**src/rtl/sdtx_pkg.sv**
```systemverilog
package sdtx_pkg;
   typedef enum logic {
      FMT_MSBJ = 1'b0,
      FMT_I2S  = 1'b1
   } sdtx_fmt_e;
endpackage

```
**src/rtl/sdtx_edge.sv**
```systemverilog
module sdtx_edge #(
   parameter int SYNC_STAGES = 0
) (
   input  logic clk,
   input  logic rst_n,
   input  logic bclk_i,
   input  logic lrck_i,
   output logic fall_o,
   output logic lrck_o
);
   logic bclk_s, lr_s, bclk_q;

   if (SYNC_STAGES < 0) begin : g_bad_sync
      $error("sdtx_edge: SYNC_STAGES must be >= 0");
   end

   if (SYNC_STAGES == 0) begin : g_direct
      assign bclk_s = bclk_i;
      assign lr_s   = lrck_i;
   end else begin : g_sync
      logic [SYNC_STAGES-1:0] bq, lq;
      always_ff @(posedge clk or negedge rst_n) begin
         if (!rst_n) begin
            bq <= '0;
            lq <= '0;
         end else begin
            bq[0] <= bclk_i;
            lq[0] <= lrck_i;
            for (int i = 1; i < SYNC_STAGES; i++) begin
               bq[i] <= bq[i-1];
               lq[i] <= lq[i-1];
            end
         end
      end
      assign bclk_s = bq[SYNC_STAGES-1];
      assign lr_s   = lq[SYNC_STAGES-1];
   end

   always_ff @(posedge clk or negedge rst_n) begin
      if (!rst_n) bclk_q <= 1'b0;
      else        bclk_q <= bclk_s;
   end

   assign fall_o = bclk_q & ~bclk_s;
   assign lrck_o = lr_s;
endmodule

```
**src/rtl/sdtx_framer.sv**
```systemverilog
module sdtx_framer #(
   parameter int SLOT_MAX = 64,
   parameter int SHORT_W  = 16,
   localparam int SLOT_BW = $clog2(SLOT_MAX + 1)
) (
   input  logic               clk,
   input  logic               rst_n,
   input  logic               fall_i,
   input  logic               lrck_i,
   input  logic               fmt_i,
   output logic [SLOT_BW-1:0] slot_o,
   output logic               left_o,
   output logic               left_start_o,
   output logic               short_o,
   output logic               started_o
);
   logic seen_q, prev_lr_q, trans, into_left;

   if (SHORT_W < 1 || SHORT_W > SLOT_MAX) begin : g_bad_short
      $error("sdtx_framer: SHORT_W out of range");
   end

   assign trans        = seen_q && (lrck_i != prev_lr_q);
   assign into_left    = (lrck_i != fmt_i);
   assign left_start_o = fall_i && trans && into_left;

   always_ff @(posedge clk or negedge rst_n) begin
      if (!rst_n) begin
         seen_q    <= 1'b0;
         prev_lr_q <= 1'b0;
         slot_o    <= '0;
         left_o    <= 1'b0;
         short_o   <= 1'b0;
         started_o <= 1'b0;
      end else if (fall_i) begin
         seen_q    <= 1'b1;
         prev_lr_q <= lrck_i;
         if (trans) begin
            slot_o    <= '0;
            left_o    <= into_left;
            started_o <= 1'b1;
            if (into_left)
               short_o <= started_o && (slot_o == SLOT_BW'(SHORT_W - 1));
         end else if (slot_o != SLOT_BW'(SLOT_MAX)) begin
            slot_o <= slot_o + 1'b1;
         end
      end
   end

   p_width_at_frame_r7: assert property (@(posedge clk) disable iff (!rst_n)
      !$stable(short_o) |-> $past(left_start_o));
endmodule

```
**src/rtl/sdtx_stage.sv**
```systemverilog
module sdtx_stage #(
   parameter int SAMPLE_W = 24
) (
   input  logic                clk,
   input  logic                rst_n,
   input  logic                valid_i,
   output logic                ready_o,
   input  logic [SAMPLE_W-1:0] left_i,
   input  logic [SAMPLE_W-1:0] right_i,
   input  logic                load_i,
   output logic [SAMPLE_W-1:0] cur_l_o,
   output logic [SAMPLE_W-1:0] cur_r_o
);
   logic                full_q;
   logic [SAMPLE_W-1:0] hold_l, hold_r;

   assign ready_o = !full_q;

   always_ff @(posedge clk or negedge rst_n) begin
      if (!rst_n) begin
         full_q  <= 1'b0;
         hold_l  <= '0;
         hold_r  <= '0;
         cur_l_o <= '0;
         cur_r_o <= '0;
      end else begin
         if (load_i && full_q) begin
            cur_l_o <= hold_l;
            cur_r_o <= hold_r;
            full_q  <= 1'b0;
         end
         if (valid_i && !full_q) begin
            hold_l <= left_i;
            hold_r <= right_i;
            full_q <= 1'b1;
         end
      end
   end

   p_accept_fills_r8: assert property (@(posedge clk) disable iff (!rst_n)
      (valid_i && ready_o) |=> !ready_o);
endmodule

```
**src/rtl/sdtx_serial_tx.sv**
```systemverilog
module sdtx_serial_tx #(
   parameter int SAMPLE_W    = 24,
   parameter int SHORT_W     = 16,
   parameter int SLOT_MAX    = 64,
   parameter int SYNC_STAGES = 0
) (
   input  logic                clk,
   input  logic                rst_n,
   input  logic                fmt_i2s,
   input  logic                bclk,
   input  logic                lrck,
   input  logic                in_valid,
   output logic                in_ready,
   input  logic [SAMPLE_W-1:0] in_left,
   input  logic [SAMPLE_W-1:0] in_right,
   output logic                sdata
);
   import sdtx_pkg::*;
   localparam int SLOT_BW = $clog2(SLOT_MAX + 1);

   if (SHORT_W >= SAMPLE_W || SAMPLE_W > SLOT_MAX) begin : g_bad_widths
      $error("sdtx_serial_tx: need SHORT_W < SAMPLE_W <= SLOT_MAX");
   end

   logic               fall, lr_s, fall_d, left_start;
   logic               is_left, short_m, started, mj_bit, mj_prev;
   logic [SLOT_BW-1:0] slot, nbits;
   logic [SAMPLE_W-1:0] cur_l, cur_r, word, shifted;
   sdtx_fmt_e          fmt;

   assign fmt = sdtx_fmt_e'(fmt_i2s);

   sdtx_edge #(.SYNC_STAGES(SYNC_STAGES)) u_edge (
      .clk(clk), .rst_n(rst_n), .bclk_i(bclk), .lrck_i(lrck),
      .fall_o(fall), .lrck_o(lr_s));

   sdtx_framer #(.SLOT_MAX(SLOT_MAX), .SHORT_W(SHORT_W)) u_framer (
      .clk(clk), .rst_n(rst_n), .fall_i(fall), .lrck_i(lr_s),
      .fmt_i(fmt_i2s), .slot_o(slot), .left_o(is_left),
      .left_start_o(left_start), .short_o(short_m), .started_o(started));

   sdtx_stage #(.SAMPLE_W(SAMPLE_W)) u_stage (
      .clk(clk), .rst_n(rst_n), .valid_i(in_valid), .ready_o(in_ready),
      .left_i(in_left), .right_i(in_right), .load_i(left_start),
      .cur_l_o(cur_l), .cur_r_o(cur_r));

   assign nbits   = short_m ? SLOT_BW'(SHORT_W) : SLOT_BW'(SAMPLE_W);
   assign word    = is_left ? cur_l : cur_r;
   assign shifted = word << slot;
   assign mj_bit  = started && (slot < nbits) && shifted[SAMPLE_W-1];

   always_ff @(posedge clk or negedge rst_n) begin
      if (!rst_n) begin
         fall_d  <= 1'b0;
         sdata   <= 1'b0;
         mj_prev <= 1'b0;
      end else begin
         fall_d <= fall;
         if (fall_d) begin
            mj_prev <= mj_bit;
            sdata   <= (fmt == FMT_I2S) ? mj_prev : mj_bit;
         end
      end
   end

   p_edge_only_r4: assert property (@(posedge clk) disable iff (!rst_n)
      !fall_d |=> $stable(sdata));

   p_zero_fill_r5: assert property (@(posedge clk) disable iff (!rst_n)
      (fall_d && fmt == FMT_MSBJ && slot >= nbits) |=> !sdata);

   p_idle_low_r11: assert property (@(posedge clk) disable iff (!rst_n)
      !started |-> !sdata);
endmodule

```
**config.mk**
```make
export PLATFORM = sky130hd
export DESIGN_NAME = sdtx_serial_tx
export DESIGN_NICKNAME = d
export VERILOG_FILES = /design/src/rtl/sdtx_pkg.sv /design/src/rtl/sdtx_edge.sv /design/src/rtl/sdtx_framer.sv /design/src/rtl/sdtx_stage.sv /design/src/rtl/sdtx_serial_tx.sv
export SDC_FILE = /design/constraint.sdc
export NUM_CORES = 1
export LEC_CHECK = 0
export BUFFER_PORTS_ARGS = -buffer_cell sky130_fd_sc_hd__buf_2
export CORE_ASPECT_RATIO = 1.75
export CORE_MARGIN = 8
export CORE_UTILIZATION = 55
export CTS_CLUSTER_DIAMETER = 120
export DETAILED_ROUTE_END_ITERATION = 10
export GPL_TIMING_DRIVEN = 0
export MAX_ROUTING_LAYER = met4
export PLACE_DENSITY = 0.74
export SLEW_MARGIN = 20
export SYNTH_ARGS = -nofsm -noshare
export SYNTH_HDL_FRONTEND = slang
export SYNTH_SLANG_ARGS = --single-unit
export TNS_END_PERCENT = 5
```
**constraint.sdc**
```tcl
create_clock -name clk -period 2.2 [get_ports clk]
set_clock_uncertainty 0.2 [all_clocks]
set_input_delay 0.66 -clock clk [delete_from_list [all_inputs] [get_ports clk]]
set_output_delay 0.66 -clock clk [all_outputs]
set_load 0.1 [all_outputs]
```
==> impl_metrics.py <==
metrics = {
    "sta": {
        "transition_at_the_pin_with_the_smallest_max_transition_slack_ns": 0.7940,
        "report.final.slew_viol_count": 0,
        "setup_slack_ns": 0.06062,
        "min_period_ns": 2.139,
        "fin_tns_setup_ns": 0,
        "finalCritPeriodShare_pct": 97.24,
        "hold_viol": 0,
        "finalSetupViolCount": 0,
        "slew_headroom_pct": 47.07,
        "maximum_achievable_frequency_mhz": 467.4,
    },
    "grt": {
        "residual_overflow_from_global_routing": 0,
        "globalRouteTotalUtil_pct": 18.36,
        "grt_antenna_before_repair": 0,
        "vias_in_the_first_global_route": 3379,
        "wire_length_of_the_first_global_routing_pass_um": 16430,
        "grt_max_degree": 82,
    },
    "floorplanning": {
        "die-width_um": 86.90,
        "design.die.area_um2": 12170,
        "initial_util_pct": 56.17,
        "core_um2": 8615,
        "floorplan.io_pins": 56,
        "rows": 45,
        "dieHeight_um": 140.1,
    },
    "clocking": {
        "path_clk_slew_ns": 0.05,
        "cts_tree": "done",
        "clk_latency_ns": 0.40,
        "cts_inserted_buffers": 17,
        "cts.sinks": 113,
        "cts-root-buf": "sky130_fd_sc_hd__clkbuf_16",
        "cts_htree_levels": 4,
        "cts_max_path_buffers": 2,
    },
    "detailed_routing": {
        "detail_route.wl_per_cell_um": 18.31,
        "final_antenna_net_count": 0,
        "drt_first_pass_iters": 4,
        "detail_route.iter0.violations": 186,
        "detailroute.via_count": 2991,
        "wirelength_um": 9888,
        "residual_drc_count": 0,
        "via_per_inst": 5.539,
    },
    "synthesis": {
        "synth_top_cell_by_area": "sky130_fd_sc_hd__dfrtp_1",
        "ys_ff_latch": 113,
        "synth.avg_cell_area_um2": 14.49,
        "dominantRegCellSynth": "sky130_fd_sc_hd__dfrtp_1",
        "postSynth.asyncResetShare_pct": 100.0,
        "synth_enable_flop_cells": 0,
        "synth_nets": 390,
        "synth_largest_type_area_fraction_pct": 58.44,
        "netlist_area_um2": 4838,
        "syn-instance-count": 334,
        "yosysWarningCount": 0,
        "netlist-cell-type-count": 42,
        "leading_cell_types_by_total_area_after_synthesis": "sky130_fd_sc_hd__dfrtp_1 (58%), sky130_fd_sc_hd__mux2_2 (23%), sky130_fd_sc_hd__mux4_2 (2.3%)",
        "sequential_area_share_after_synthesis_pct": 58.44,
    },
    "power": {
        "p_leak_nw": 2.677,
        "powerDensity_nw_per_um2": 1392,
        "irDropWorstVdd_v": 0.001007,
        "total_power_mw": 8.284,
    },
    "place": {
        "detailedPlacementHpwl_um": 6905,
        "place_worst_setup_slack_ns": -0.4622,
        "portBuffers": 55,
        "gpl.final_weighted_congestion": 0.8729,
    },
    "worst_setup_path": {
        "critical_path.startpoint": "u_framer.left_o",
        "kind_of_launch_point_of_the_worst_setup_path": "register",
        "critical_path_required_ns": 2.31,
        "crit_fanout": 10,
        "timing.rr.start": "u_framer.left_o",
        "arrival_ns": 2.25,
        "endpoint_kind": "register",
        "path_class": "register to register",
    },
    "flow_run": {
        "max-cap-violations": 0,
    },
    "run_status": {
        "outcome": "complete, no violations",
    },
    "hold_path": {
        "holdCritStartpoint": "bclk",
        "hold_class": "primary input to register",
    },
    "cells_and_area": {
        "finish.net_count": 466,
        "drive_above_1_share_pct": 49.41,
        "n_antenna_cell": 0,
        "layout.filler_cells": 583,
        "layout-area-overhead-vs-synth_pct": 23.02,
    },
}
[worst max-delay path, cell delays in order, from the launching register on]
cell	delay [ns]
sky130_fd_sc_hd__dfrtp_1	0.37
sky130_fd_sc_hd__buf_6	0.15
sky130_fd_sc_hd__buf_6	0.16
sky130_fd_sc_hd__mux4_2	0.35
sky130_fd_sc_hd__nor2_1	0.04
sky130_fd_sc_hd__o31ai_1	0.52
sky130_fd_sc_hd__a21oi_2	0.05
sky130_fd_sc_hd__o31ai_1	0.20
[report_power, final]
part / total, mW / internal, mW / switching, mW / leakage [nW]
combinational: 1.94 / 1.13 / 0.812 / 1.01
sequential: 3.51 / 3.00 / 0.511 / 1.36
clock: 2.83 / 1.94 / 0.889 / 0.303
total: 8.28 / 6.07 / 2.21 / 2.68
[flip-flops by register name, summed over array words and instances, names as in the netlist, 7 cells and up]
register,cells
u_stage.cur_l_o,24
u_stage.hold_l,24
u_framer.slot_o,7
u_stage.hold_r,24
u_stage.cur_r_o,24
[synth_stat cells, types with 4 or more instances]
| library cell | instances |
|---|---|
| sky130_fd_sc_hd__dfrtp_1 | 113 |
| sky130_fd_sc_hd__mux2i_1 | 8 |
| sky130_fd_sc_hd__nand3_1 | 7 |
| sky130_fd_sc_hd__o21ai_0 | 5 |
| sky130_fd_sc_hd__mux4_2 | 5 |
| sky130_fd_sc_hd__nor2_1 | 16 |
| sky130_fd_sc_hd__mux4_1 | 4 |
| sky130_fd_sc_hd__nand2_1 | 13 |
| sky130_fd_sc_hd__inv_1 | 7 |
| sky130_fd_sc_hd__buf_1 | 4 |
| sky130_fd_sc_hd__clkbuf_1 | 4 |
| sky130_fd_sc_hd__buf_2 | 6 |
| sky130_fd_sc_hd__xnor2_1 | 4 |
| sky130_fd_sc_hd__mux2_2 | 97 |
| sky130_fd_sc_hd__buf_6 | 4 |
[per-stage QoR]
stage          utilization (%)  hold slack [ns]  std cells  instance area [um^2]
2_1_floorplan                -           0.1644        334                  4843
6_report                 69.09           0.1743        540                  5952
5_1_grt                  69.09           0.1646        540                  5952
4_1_cts                  68.87           0.1564        540                  5933
3_3_place_gp             61.12           0.2539        506                  5265
3_5_place_dp             61.51           0.2695        507                  5299
[cells in the final DEF, fill, tap and decap left out, drive strengths merged, types with 5 or more instances in the layout]
| cell | synthesis | routed |
|---|---|---|
| inv | 8 | 8 |
| mux2 | 97 | 97 |
| dfrtp | 113 | 113 |
| o21ai | 5 | 5 |
| nor2 | 17 | 17 |
| buf | 14 | 70 |
| mux4 | 9 | 9 |
| nand3 | 7 | 7 |
| nand2 | 14 | 14 |
| clkinv | 0 | 5 |
| mux2i | 8 | 8 |
| clkbuf | 4 | 25 |
[what timing repair did]
| item | 4_1_cts | 5_1_grt |
|---|---|---|
| buffers inserted | 0 | 0 |
| hold endpoints to repair | 32 | 0 |
| pin swaps | 0 | 1 |
| setup endpoints to repair | 22 | 4 |
| resized for setup | 3 | 5 |
| cloned | 0 | 0 |
| hold buffers | 1 | 0 |
[path summary, 6_finish.rpt]
path	cells past startpoint	slack, ns	end
max	7	0.06	mj_prev
min	1	0.17	u_edge.bclk_q
max reg2reg	7	0.06	mj_prev
min reg2reg	2	0.28	mj_prev
max in group asynchronous	3	0.62	u_stage.hold_l[12]
min in group asynchronous	2	0.51	u_stage.cur_r_o[6]
[area by class of cell]
| cell class | instances | area, um^2 | area share, % |
|---|---|---|---|
| tap | 117 | 146.4 | 2.460 |
| sequential | 113 | 2828 | 47.51 |
| inverter | 8 | 30.03 | 0.5045 |
| timing repair buffer | 57 | 321.6 | 5.403 |
| clock buffer | 21 | 460.4 | 7.736 |
| buffer | 18 | 108.9 | 1.829 |
| clock inverter | 11 | 160.2 | 2.691 |
| multi-input combinational | 195 | 1897 | 31.87 |
[logic make-up (layout without fill, tap and decap cells)]
kind of cell,count (synthesis),count (layout),share of synthesized area (%)
muxes,114,114,28.73
AOI/OAI and AO/OA,21,21,3.232
DFF,113,113,58.44
adders and majority gates,2,2,0.5171
xor gates and xnor gates,6,6,1.086
and+or+nand+nor,52,52,5.198
buffers and inverters,26,115,2.793
[per-layer routing]
metal / vias up / part of all wire [%] / global-route usage (%)
li1: 1351 / - / -
met1: 1535 / 38 / 18.72
met2: 85 / 55 / 30.77
met3: 20 / 4.0 / 5.038
met4: 0 / 3.0 / 10.23
met5: - / 0 / -
Note: power is estimated with default switching activity, not from simulation.
